$ cat src/rtl/ucpu_pkg.sv
package ucpu_pkg;

   localparam int INSTR_W = 8;

   typedef enum logic [1:0] {
      OP_MEM   = 2'd0,
      OP_MOVE  = 2'd1,
      OP_ARITH = 2'd2,
      OP_JUMP  = 2'd3
   } ucpu_op_e;

   typedef struct packed {
      ucpu_op_e   op;
      logic       sub;
      logic [1:0] dst;
      logic [1:0] src;
      logic       spare;
   } ucpu_instr_t;

   typedef enum logic [2:0] {
      ST_FETCH  = 3'd0,
      ST_DECODE = 3'd1,
      ST_ADDR   = 3'd2,
      ST_EXEC   = 3'd3,
      ST_LOAD   = 3'd4
   } ucpu_state_e;

endpackage

$ cat src/rtl/ucpu_regfile.sv
module ucpu_regfile #(
   parameter int DATA_W = 8,
   parameter int NREGS  = 4,
   localparam int SEL_W = $clog2(NREGS)
) (
   input  logic              clk,
   input  logic              rst,
   input  logic              wr_en,
   input  logic [SEL_W-1:0]  wr_sel,
   input  logic [DATA_W-1:0] wr_data,
   input  logic [SEL_W-1:0]  rd_a_sel,
   input  logic [SEL_W-1:0]  rd_b_sel,
   output logic [DATA_W-1:0] rd_a,
   output logic [DATA_W-1:0] rd_b
);

   initial begin
      assert (NREGS >= 2 && (1 << SEL_W) == NREGS)
         else $error("ucpu_regfile: NREGS must be a power of two");
   end

   logic [NREGS-1:0][DATA_W-1:0] regs_q;

   for (genvar i = 0; i < NREGS; i++) begin : g_reg
      logic hit;
      assign hit = wr_en && (wr_sel == SEL_W'(i));

      always_ff @(posedge clk) begin
         if (rst)      regs_q[i] <= '0;
         else if (hit) regs_q[i] <= wr_data;
      end

      // a register outside the write select keeps its value
      a_r7_unselected_hold: assert property (@(posedge clk) disable iff (rst)
         !(wr_en && wr_sel == SEL_W'(i)) |=> $stable(regs_q[i]));
   end

   assign rd_a = regs_q[rd_a_sel];
   assign rd_b = regs_q[rd_b_sel];

endmodule

$ cat src/rtl/ucpu_alu.sv
module ucpu_alu
   import ucpu_pkg::*;
#(
   parameter int DATA_W       = 8,
   parameter bit SHARED_ADDER = 1'b1
) (
   input  ucpu_op_e          op,
   input  logic              sub,
   input  logic [DATA_W-1:0] a,
   input  logic [DATA_W-1:0] b,
   output logic [DATA_W-1:0] y
);

   logic [DATA_W-1:0] arith_y;
   logic [DATA_W-1:0] move_y;

   if (SHARED_ADDER) begin : g_shared
      logic [DATA_W-1:0] b_eff;
      assign b_eff   = sub ? ~b : b;
      assign arith_y = a + b_eff + DATA_W'(sub);
   end else begin : g_split
      logic [DATA_W-1:0] sum_y;
      logic [DATA_W-1:0] dif_y;
      assign sum_y   = a + b;
      assign dif_y   = a - b;
      assign arith_y = sub ? dif_y : sum_y;
   end

   assign move_y = sub ? ~b : b;

   always_comb begin
      case (op)
         OP_ARITH: y = arith_y;
         default:  y = move_y;
      endcase
   end

   // a wrapped difference plus the subtrahend gives back the minuend
   always_comb begin
      if (op == OP_ARITH && sub) begin
         a_r6_sub_inverse: assert (DATA_W'(y + b) == a);
      end
   end

endmodule

$ cat src/rtl/ucpu_ctrl.sv
module ucpu_ctrl
   import ucpu_pkg::*;
#(
   parameter int DATA_W = 8,
   parameter int ADDR_W = 8
) (
   input  logic              clk,
   input  logic              rst,
   input  logic [DATA_W-1:0] mem_rdata,
   input  logic              cond_in,
   output logic [ADDR_W-1:0] mem_addr,
   output logic              mem_we,
   output ucpu_op_e          op,
   output logic              sub,
   output logic [1:0]        dst_sel,
   output logic [1:0]        src_sel,
   output logic              rf_we,
   output logic              use_load
);

   ucpu_state_e       state;
   logic [ADDR_W-1:0] pc;
   logic [ADDR_W-1:0] areg;
   ucpu_instr_t       ir;
   ucpu_instr_t       dec;
   logic [ADDR_W-1:0] pc_one;
   logic [ADDR_W-1:0] pc_two;
   logic              unused_spare;

   assign dec          = ucpu_instr_t'(mem_rdata[INSTR_W-1:0]);
   assign pc_one       = pc + ADDR_W'(1);
   assign pc_two       = pc + ADDR_W'(2);
   assign unused_spare = ir.spare;

   assign op      = ir.op;
   assign sub     = ir.sub;
   assign dst_sel = ir.dst;
   assign src_sel = ir.src;

   always_comb begin
      mem_addr = pc;
      mem_we   = 1'b0;
      rf_we    = 1'b0;
      use_load = 1'b0;
      case (state)
         ST_DECODE: mem_addr = pc_one;
         ST_ADDR:   mem_addr = pc_one;
         ST_EXEC: begin
            if (ir.op == OP_MEM) begin
               mem_addr = areg;
               mem_we   = ir.sub;
            end else if (ir.op != OP_JUMP) begin
               rf_we = 1'b1;
            end
         end
         ST_LOAD: begin
            mem_addr = areg;
            rf_we    = 1'b1;
            use_load = 1'b1;
         end
         default: mem_addr = pc;
      endcase
   end

   always_ff @(posedge clk) begin
      if (rst) begin
         state <= ST_FETCH;
         pc    <= '0;
         areg  <= '0;
         ir    <= '0;
      end else begin
         case (state)
            ST_FETCH: state <= ST_DECODE;
            ST_DECODE: begin
               ir    <= dec;
               state <= (dec.op == OP_MEM || dec.op == OP_JUMP) ? ST_ADDR : ST_EXEC;
            end
            ST_ADDR: begin
               areg  <= mem_rdata[ADDR_W-1:0];
               state <= ST_EXEC;
            end
            ST_EXEC: begin
               case (ir.op)
                  OP_MEM: begin
                     if (ir.sub) begin
                        pc    <= pc_two;
                        state <= ST_FETCH;
                     end else begin
                        state <= ST_LOAD;
                     end
                  end
                  OP_JUMP: begin
                     pc    <= (!ir.sub || cond_in) ? areg : pc_two;
                     state <= ST_FETCH;
                  end
                  default: begin
                     pc    <= pc_one;
                     state <= ST_FETCH;
                  end
               endcase
            end
            ST_LOAD: begin
               pc    <= pc_two;
               state <= ST_FETCH;
            end
            default: state <= ST_FETCH;
         endcase
      end
   end

   // reset leaves the core fetching from address zero with no write
   a_r1_reset_start: assert property (@(posedge clk)
      rst |=> (pc == '0 && mem_addr == '0 && !mem_we));

   // a store strobe lasts a single cycle
   a_r4_we_single: assert property (@(posedge clk) disable iff (rst)
      mem_we |=> !mem_we);

   // fetch moves to decode and leaves the program counter alone
   a_r10_fetch_hold: assert property (@(posedge clk) disable iff (rst)
      (state == ST_FETCH) |=> (state == ST_DECODE && $stable(pc)));

   // finishing a load moves past both words
   a_r3_load_step: assert property (@(posedge clk) disable iff (rst)
      (state == ST_LOAD) |=> (pc == ADDR_W'($past(pc) + 2)));

   // an untaken conditional branch skips its address word
   a_r9_cond_fallthrough: assert property (@(posedge clk) disable iff (rst)
      (state == ST_EXEC && ir.op == OP_JUMP && ir.sub && !cond_in)
      |=> (pc == ADDR_W'($past(pc) + 2)));

endmodule

$ cat src/rtl/ucpu_core.sv
module ucpu_core
   import ucpu_pkg::*;
#(
   parameter int DATA_W       = 8,
   parameter int ADDR_W       = 8,
   parameter int NREGS        = 4,
   parameter bit SHARED_ADDER = 1'b1
) (
   input  logic              clk,
   input  logic              rst,
   output logic [ADDR_W-1:0] mem_addr,
   output logic [DATA_W-1:0] mem_wdata,
   output logic              mem_we,
   input  logic [DATA_W-1:0] mem_rdata,
   input  logic              cond_in
);

   initial begin
      assert (DATA_W >= INSTR_W)
         else $error("ucpu_core: data word must hold an instruction");
      assert (ADDR_W <= DATA_W)
         else $error("ucpu_core: address must fit in one data word");
      assert (NREGS == 4)
         else $error("ucpu_core: register selects are two bits");
   end

   ucpu_op_e          op;
   logic              sub;
   logic [1:0]        dst_sel;
   logic [1:0]        src_sel;
   logic              rf_we;
   logic              use_load;
   logic [DATA_W-1:0] rd_a;
   logic [DATA_W-1:0] rd_b;
   logic [DATA_W-1:0] alu_y;
   logic [DATA_W-1:0] wr_data;

   ucpu_ctrl #(
      .DATA_W (DATA_W),
      .ADDR_W (ADDR_W)
   ) u_ctrl (
      .clk       (clk),
      .rst       (rst),
      .mem_rdata (mem_rdata),
      .cond_in   (cond_in),
      .mem_addr  (mem_addr),
      .mem_we    (mem_we),
      .op        (op),
      .sub       (sub),
      .dst_sel   (dst_sel),
      .src_sel   (src_sel),
      .rf_we     (rf_we),
      .use_load  (use_load)
   );

   ucpu_regfile #(
      .DATA_W (DATA_W),
      .NREGS  (NREGS)
   ) u_rf (
      .clk      (clk),
      .rst      (rst),
      .wr_en    (rf_we),
      .wr_sel   (dst_sel),
      .wr_data  (wr_data),
      .rd_a_sel (dst_sel),
      .rd_b_sel (src_sel),
      .rd_a     (rd_a),
      .rd_b     (rd_b)
   );

   ucpu_alu #(
      .DATA_W       (DATA_W),
      .SHARED_ADDER (SHARED_ADDER)
   ) u_alu (
      .op  (op),
      .sub (sub),
      .a   (rd_a),
      .b   (rd_b),
      .y   (alu_y)
   );

   assign wr_data   = use_load ? mem_rdata : alu_y;
   assign mem_wdata = rd_b;

   // a store never coincides with a register write
   a_r7_store_no_regwrite: assert property (@(posedge clk) disable iff (rst)
      mem_we |-> !rf_we);

endmodule

$ cat config.mk
export PLATFORM = sky130hd
export DESIGN_NAME = ucpu_core
export DESIGN_NICKNAME = d
export VERILOG_FILES = /design/src/rtl/ucpu_pkg.sv /design/src/rtl/ucpu_regfile.sv /design/src/rtl/ucpu_alu.sv /design/src/rtl/ucpu_ctrl.sv /design/src/rtl/ucpu_core.sv
export SDC_FILE = /design/constraint.sdc
export NUM_CORES = 1
export LEC_CHECK = 0
export BUFFER_PORTS_ARGS = -buffer_cell sky130_fd_sc_hd__buf_2
export CORE_MARGIN = 3
export CORE_UTILIZATION = 50
export DETAILED_ROUTE_END_ITERATION = 8
export GPL_TIMING_DRIVEN = 0
export MAX_ROUTING_LAYER = met4
export PLACE_DENSITY_LB_ADDON = 0.08
export SKIP_LAST_GASP = 1
export SYNTH_ARGS = -nofsm -noshare
export SYNTH_HDL_FRONTEND = slang
export SYNTH_HIERARCHICAL = 1
export SYNTH_SLANG_ARGS = --single-unit
$ cat constraint.sdc
create_clock -name clk -period 4.5 [get_ports clk]
set_input_delay 1.35 -clock clk [delete_from_list [all_inputs] [get_ports clk]]
set_output_delay 1.35 -clock clk [all_outputs]
set_load 0.02 [all_outputs]
==> out/qor.csv, run 1 <==
metric;value;unit
first_global_vias;3150;
floorplan.initialDensity;51.8;%
dpl-instance-area;0.00428;sq mm
unrepaired_setup_endpoints_after_global_routing;false;
finish_stage_setup_viols;0;
finalWeightedCongestion;0.880;
drv_cap;0;
tritoncts_num_sinks;58;
nNetsFinal;492;
yosysTopAreaCellShare;28.9;%
ys_warn_count;6;
syn_to_final_growth;11.0;%
ctsResizeCount;0;
synth_compound_gate_area_share;12.8;%
setup.worst_path.class;flop to output port;
worst-r2r-setup-slack;0.97;ns
std_cell_core_area;0.00777;sq mm
antenna_cells;0;
placementRows;32;
drc_errors;0;
cp-startpoint;u_ctrl/op[1]$_SDFFE_PP0P_;
synth-simple-area-share;20.2;%
layout.filler_cells;742;
worst_setup_path_start_kind;flop;
fin_setup_tns;0;ns
clock_tree.htree_level_count;3;
die_area;0.00916;sq mm
yosysUniqueCellTypes;58;
synth-adder-area-share;4.23;%
crit_arrival;2.28;ns
drt-vias-per-instance;5.84;
synth_async_sr_flop_share;0;%
cts_bufs_inserted;9;
synth_seq_area_share;28.9;%
tritoncts;yes;
synth_top_family_by_area;multiplexers;
holdPathEnd;u_rf/regs_q[10]$_SDFFE_PP0P_;
netlist_instances;431;
r2r-end;u_rf/regs_q[30]$_SDFFE_PP0P_;
p_total;1.35;mW
timing.hold.ws;0.488;ns
synth_top_area_cell;dfxtp_1;
total_wirelength_of_the_detailed_routed_design;10500;um
type_of_the_worst_min_delay_path;flop to flop;
holdBufCountCts;0;
routed_via_count;3355;
fin_skew;0.00745;ns
final_antenna_net_count;0;
vdd_ir_drop_max;147;uV
multiInputGateArea;0.00267;sq mm
slew_headroom;52.3;%
hold_vio_cnt_final;0;
period_minus_slack;3.63;ns
grt_overflow_total;0;
outcome;complete, no violations;
ys_top_cells_by_count;dfxtp_1, mux2i_1, nand2b_1, nor2_1, nand2_1;
place.port_buffers;26;
worstSetupEndpointType;output port;
worst_hold_startpoint;u_rf/regs_q[10]$_SDFFE_PP0P_;
fp.dieW;95.7;um
total_routing_resource_utilization_after_global_routing;24.8;%
syn-cell-area;0.00402;sq mm
synthMuxAreaShare;24.0;%
finish.instance_area;0.00447;sq mm
worstReg2RegStart;u_ctrl/dst_sel[1]$_SDFFE_PP0P_;
hpwl;7570;um
yosys.area_share.xor_xnor;5.01;%
wl_per_cell;18.2;um
fin_util;57.5;%
yosys_most_used_dff;dfxtp_1;
timing_worst_slew_pin_value;0.715;ns
synth.ff_latch_count;58;
post-synth-top-count-cell;dfxtp_1;
post_route_cells_drive_above_1_share;19.5;%
synth_top_cells_by_area;dfxtp_1, mux2i_1, mux4_2;
fin_crit_sh;80.6;%
maximum_count_of_clock_buffers_along_a_single_path;2;
clock_insertion_delay_worst_skew;0.34;ns
number_of_post_cts_setup_repair_buffers;0;
grt_antenna_before_repair;0;
detailedRoute.firstIterationViolations;193;
dr.pass1.iters;5;
io_pins;28;
synth_fp_nets;455;
path_clk_slew;0.07;ns
die_height;95.7;um
grt_first_pass_wirelength;16600;um
final-max-slew-violation-count;0;
worstRegToRegCells;12;
layout.area.seq;0.00116;sq mm
crit_fanout;8;
worst_hold_path_depth;2;
cts.root.buffer_cell;clkbuf_8;
count_of_flip_flops_with_a_built_in_enable_after_synthesis;0;
syn-mean-instance-area;9.33;sq um
cellPowerDensity;303;mW/mm^2
max_clock_freq;0.276;GHz
crit_required;3.15;ns
grt_max_degree;11;
power.leakage;1.97;nW
layer usage:
layer | track usage, % | routed length (um) | vias up
met5 | - | 0 | -
met4 | 8.89 | 148 | 0
met3 | 4.69 | 693 | 17
met2 | 34.7 | 4500 | 104
met1 | 35.6 | 5110 | 1604
li1 | - | - | 1630
layout by cell type (no fill, tap or decap), drive strengths merged, types with 2 or more instances in the layout:
cell    count
and3b       3
buf        45
a31oi       3
nand2b     43
a22o        2
xor2       17
inv         8
nand2      21
o211ai      3
nand3      10
mux4       16
o22ai       4
mux2i      47
nor3        8
ha         12
a21o        4
a211oi      7
o21ai      10
or3         2
a21oi      16
nor2b       5
nand3b      2
xnor2       6
nor3b       3
a221o       3
and3        4
clkinv      2
o21a        3
clkbuf     25
and2        2
nor4        3
dfxtp      58
a311o       2
a221oi      2
a22oi       7
o311ai      3
mux2        9
nor2       43
state kept, by name (all words and copies together), names as in the netlist:
signal / cells
u_rf/regs_q: 32
u_ctrl/areg: 8
u_ctrl/pc: 8
u_ctrl/state: 3
u_ctrl/dst_sel: 2
u_ctrl/op: 2
u_ctrl/src_sel: 2
u_ctrl/sub: 1
critical path, cell delays in order (launching register included):
cell	delay (ns)
dfxtp_1	0.43
inv_1	0.09
ha_1	0.29
o22ai_1	0.61
o21ai_0	0.18
o311ai_0	0.12
buf_2	0.22
cell type report:
type	instances	area share, %
buffer	32	3.70
clock buffer	12	3.25
clock inverter	3	0.897
inverter	8	0.672
multi-input combinational	333	59.7
sequential	58	26.0
tap	102	2.86
timing repair buffer	26	2.91
logic make-up after synthesis:
logic type,Yosys count
compound gates,72
xor+xnor,23
fa+ha+maj,13
buf+inv,40
flops,58
mux,72
simple gates,153
per-stage QoR:
step                      instances  setup slack (ns)
after detailed placement        559             0.973
after global placement          559             0.964
after global routing            574             0.698
after CTS                       574             0.860
final                           574             0.874
after floorplan                 431              1.25
report_power, final:
group	internal, mW	switching (mW)
clock network	0.266	0.204
registers	0.533	0.0213
logic	0.136	0.195
total	0.935	0.420
worst max path at each step:
stage | endpoint | slack [ns]
2_1_floorplan | u_rf/regs_q[30]$_SDFFE_PP0P_ | 1.25
3_3_place_gp | u_rf/regs_q[30]$_SDFFE_PP0P_ | 0.96
3_5_place_dp | u_rf/regs_q[30]$_SDFFE_PP0P_ | 0.97
4_1_cts | mem_addr[4] | 0.86
5_1_grt | u_rf/regs_q[14]$_SDFFE_PP0P_ | 0.70
6_report | mem_addr[4] | 0.87
No activity file was read; power rests on OpenSTA's default activity.
==> inputs of run 2 (changes only) <==
clock period = 3.2 ns   (was 4.5 ns; I/O delays follow)
==> out/qor.csv, run 2 (synthesis gave the netlist of run 1 again) <==
metric;value;unit;change
crit_fanout;5;;-3
grt_first_pass_wirelength;17400;um;+5.0%
nNetsFinal;503;;+2.2%
post_placement_cell_count;559;;unchanged
fp.dieW;95.7;um;unchanged
grt_overflow_total;0;;unchanged
post_route_cells_drive_above_1_share;25.2;%;+5.7 points
slowest_delay;0.53;ns;-0.08 ns
antenna_cells;0;;unchanged
drt-vias-per-instance;5.78;;-1.1%
finish_stage_setup_viols;0;;unchanged
tritoncts;yes;;
place.port_buffers;26;;unchanged
mostFrequentLayoutCells;dfxtp_1, mux2i_1, nor2_1, nand2b_1, buf_2;;
largest_register_ff_count;32;;unchanged
cts_bufs_inserted;9;;unchanged
finalWeightedCongestion;0.903;;+2.6%
layout.cells.most_common;dfxtp_1;;
worst_hold_startpoint;u_rf/regs_q[8]$_SDFFE_PP0P_;;
die_height;95.7;um;unchanged
fin_skew;0.0121;ns;+0.00463 ns
total_routing_resource_utilization_after_global_routing;25.9;%;+1.1 points
hold_vio_cnt_final;0;;unchanged
path_clk_slew;0.07;ns;about the same
routed_via_count;3389;;+1.0%
worstSetupEndpointType;flop;;
tritoncts_num_sinks;58;;unchanged
cellPowerDensity;435;mW/mm^2;+43%
path_common_cell;a211oi_2;;
hpwl;7670;um;+1.3%
worst-r2r-setup-slack;0.07;ns;-0.90 ns
worstReg2RegStart;u_ctrl/src_sel[1]$_SDFFE_PP0P_;;
p_total;2.05;mW;+51%
fin_crit_sh;97.7;%;
unrepaired_setup_endpoints_after_global_routing;true;;
type_of_the_worst_min_delay_path;flop to flop;;
first_global_vias;3253;;+3.3%
final-instance-count-excl-fill;586;;+2.1%
crit_arrival;3.32;ns;+1.04 ns
std_cell_core_area;0.00777;sq mm;unchanged
cts.root.buffer_cell;clkbuf_8;;
worstRegToRegCells;13;;+1
grt_max_degree;11;;unchanged
placementRows;32;;unchanged
setup.worst_path.class;flop to flop;;
max_clock_freq;0.320;GHz;
clock_tree.htree_level_count;3;;unchanged
grt_antenna_before_repair;0;;unchanged
period_minus_slack;3.13;ns;
vdd_ir_drop_max;216;uV;+47%
largest_register;u_rf/regs_q;;
detailedRoute.firstIterationViolations;225;;+17%
io_pins;28;;unchanged
path_cells;buf_6, buf_12, mux4_2, xor2_2, ha_2, a211oi_2, or4_1, o311ai_1, a211oi_2, xnor2_1, mux2_4, nand2b_4, mux2i_1;;
wl_per_cell;18.2;um;+0.13%
drv_cap;0;;unchanged
dr.pass1.iters;5;;unchanged
met1Wirelength;5190;um;+1.5%
die_area;0.00916;sq mm;unchanged
worst_hold_path_depth;2;;unchanged
worst_setup_path_start_kind;flop;;
r2r-end;u_rf/regs_q[31]$_SDFFE_PP0P_;;
final-max-slew-violation-count;0;;unchanged
drc_errors;0;;unchanged
layout_setup_ws;0.0737;ns;-0.800 ns
biggestRegsByFlops;u_rf/regs_q: 32 flops, u_ctrl/areg: 8 flops, u_ctrl/pc: 8 flops;;
place_ws;-0.388;ns;-1.36 ns
clock_insertion_delay_worst_skew;0.34;ns;about the same
syn_to_final_growth;17.1;%;
slowest_stage;mux4_2;;
timing_worst_slew_pin_value;0.716;ns;+0.00148 ns
final_antenna_net_count;0;;unchanged
maximum_count_of_clock_buffers_along_a_single_path;2;;unchanged
routed-wl-met2;4880;um;+8.3%
holdPathEnd;u_rf/regs_q[8]$_SDFFE_PP0P_;;
highest_layer;met4;;
power.leakage;2.06;nW;+4.3%
slew_headroom;52.1;%;-0.23 points
total_wirelength_of_the_detailed_routed_design;10700;um;+2.2%
met3_length;489;um;-29%
outcome;complete, no violations;;
floorplan.initialDensity;51.8;%;unchanged
crit_required;3.39;ns;+0.24 ns
holdBufCountCts;0;;unchanged
[run 2: repair_timing]
item | 4_1_cts | 5_1_grt
resized for setup | 15 | 12
pin swaps | 4 | 4
setup buffers | 5 | 6
gates cloned | 0 | 0
setup endpoints to repair | 16 | 20
[run 2: layout make-up]
type / instances / area (sq um)
inverters: 8 / 30.0
multi-input cells: 333 / 2750
clock inverters: 5 / 77.6
repair buffers: 37 / 225
clock buffers: 11 / 141
plain buffers: 32 / 189
fillers: 726 / 3060
flip-flops and latches: 58 / 1170
well taps: 102 / 128
[run 2: per-stage QoR]
stage | TNS, ns | instance area (sq um) | hold WS, ns | utilization, %
2_1_floorplan | 0 | 4030 | 0.455 | -
3_3_place_gp | -2.15 | 4280 | 0.468 | 55.1
3_5_place_dp | -2.76 | 4280 | 0.479 | 55.1
4_1_cts | 0 | 4590 | 0.491 | 59.1
5_1_grt | -0.224 | 4710 | 0.508 | 60.6
6_report | 0 | 4710 | 0.490 | 60.6
[run 2: per-layer routing]
layer,track usage (%),vias to the layer above
li1,-,1642
met1,37.8,1651
met2,36.9,85
met3,4.85,11
met4,6.87,0
met5,-,-
[run 2: where the power goes]
| part | switching [mW] | total, mW | internal, mW |
|---|---|---|---|
| combinational | 0.286 | 0.507 | 0.221 |
| clock | 0.302 | 0.759 | 0.457 |
| sequential | 0.0322 | 0.782 | 0.749 |
[run 2: critical path: cells and delay by family, from the launching register on]
kind | cells | cell delay [ns]
DFF | 1 | 0.34
adders and majority gates | 1 | 0.36
AOI/OAI and AO/OA | 3 | 0.27
buffers and inverters | 2 | 0.26
xor gates and xnor gates | 2 | 0.32
muxes | 3 | 0.89
and+or+nand+nor | 2 | 0.55
[run 2: how the worst max path moves through the flow]
stage                     depth (start not counted)  slack, ns                           end                           start
after global routing                             13      -0.04  u_rf/regs_q[31]$_SDFFE_PP0P_  u_ctrl/src_sel[1]$_SDFFE_PP0P_
after floorplan                                  12       0.02  u_rf/regs_q[30]$_SDFFE_PP0P_  u_ctrl/dst_sel[1]$_SDFFE_PP0P_
after detailed placement                         12      -0.39  u_rf/regs_q[30]$_SDFFE_PP0P_  u_ctrl/dst_sel[1]$_SDFFE_PP0P_
after global placement                           12      -0.35  u_rf/regs_q[30]$_SDFFE_PP0P_  u_ctrl/dst_sel[1]$_SDFFE_PP0P_
after CTS                                        13      0.007  u_rf/regs_q[31]$_SDFFE_PP0P_  u_ctrl/src_sel[1]$_SDFFE_PP0P_
final                                            13       0.07  u_rf/regs_q[31]$_SDFFE_PP0P_  u_ctrl/src_sel[1]$_SDFFE_PP0P_
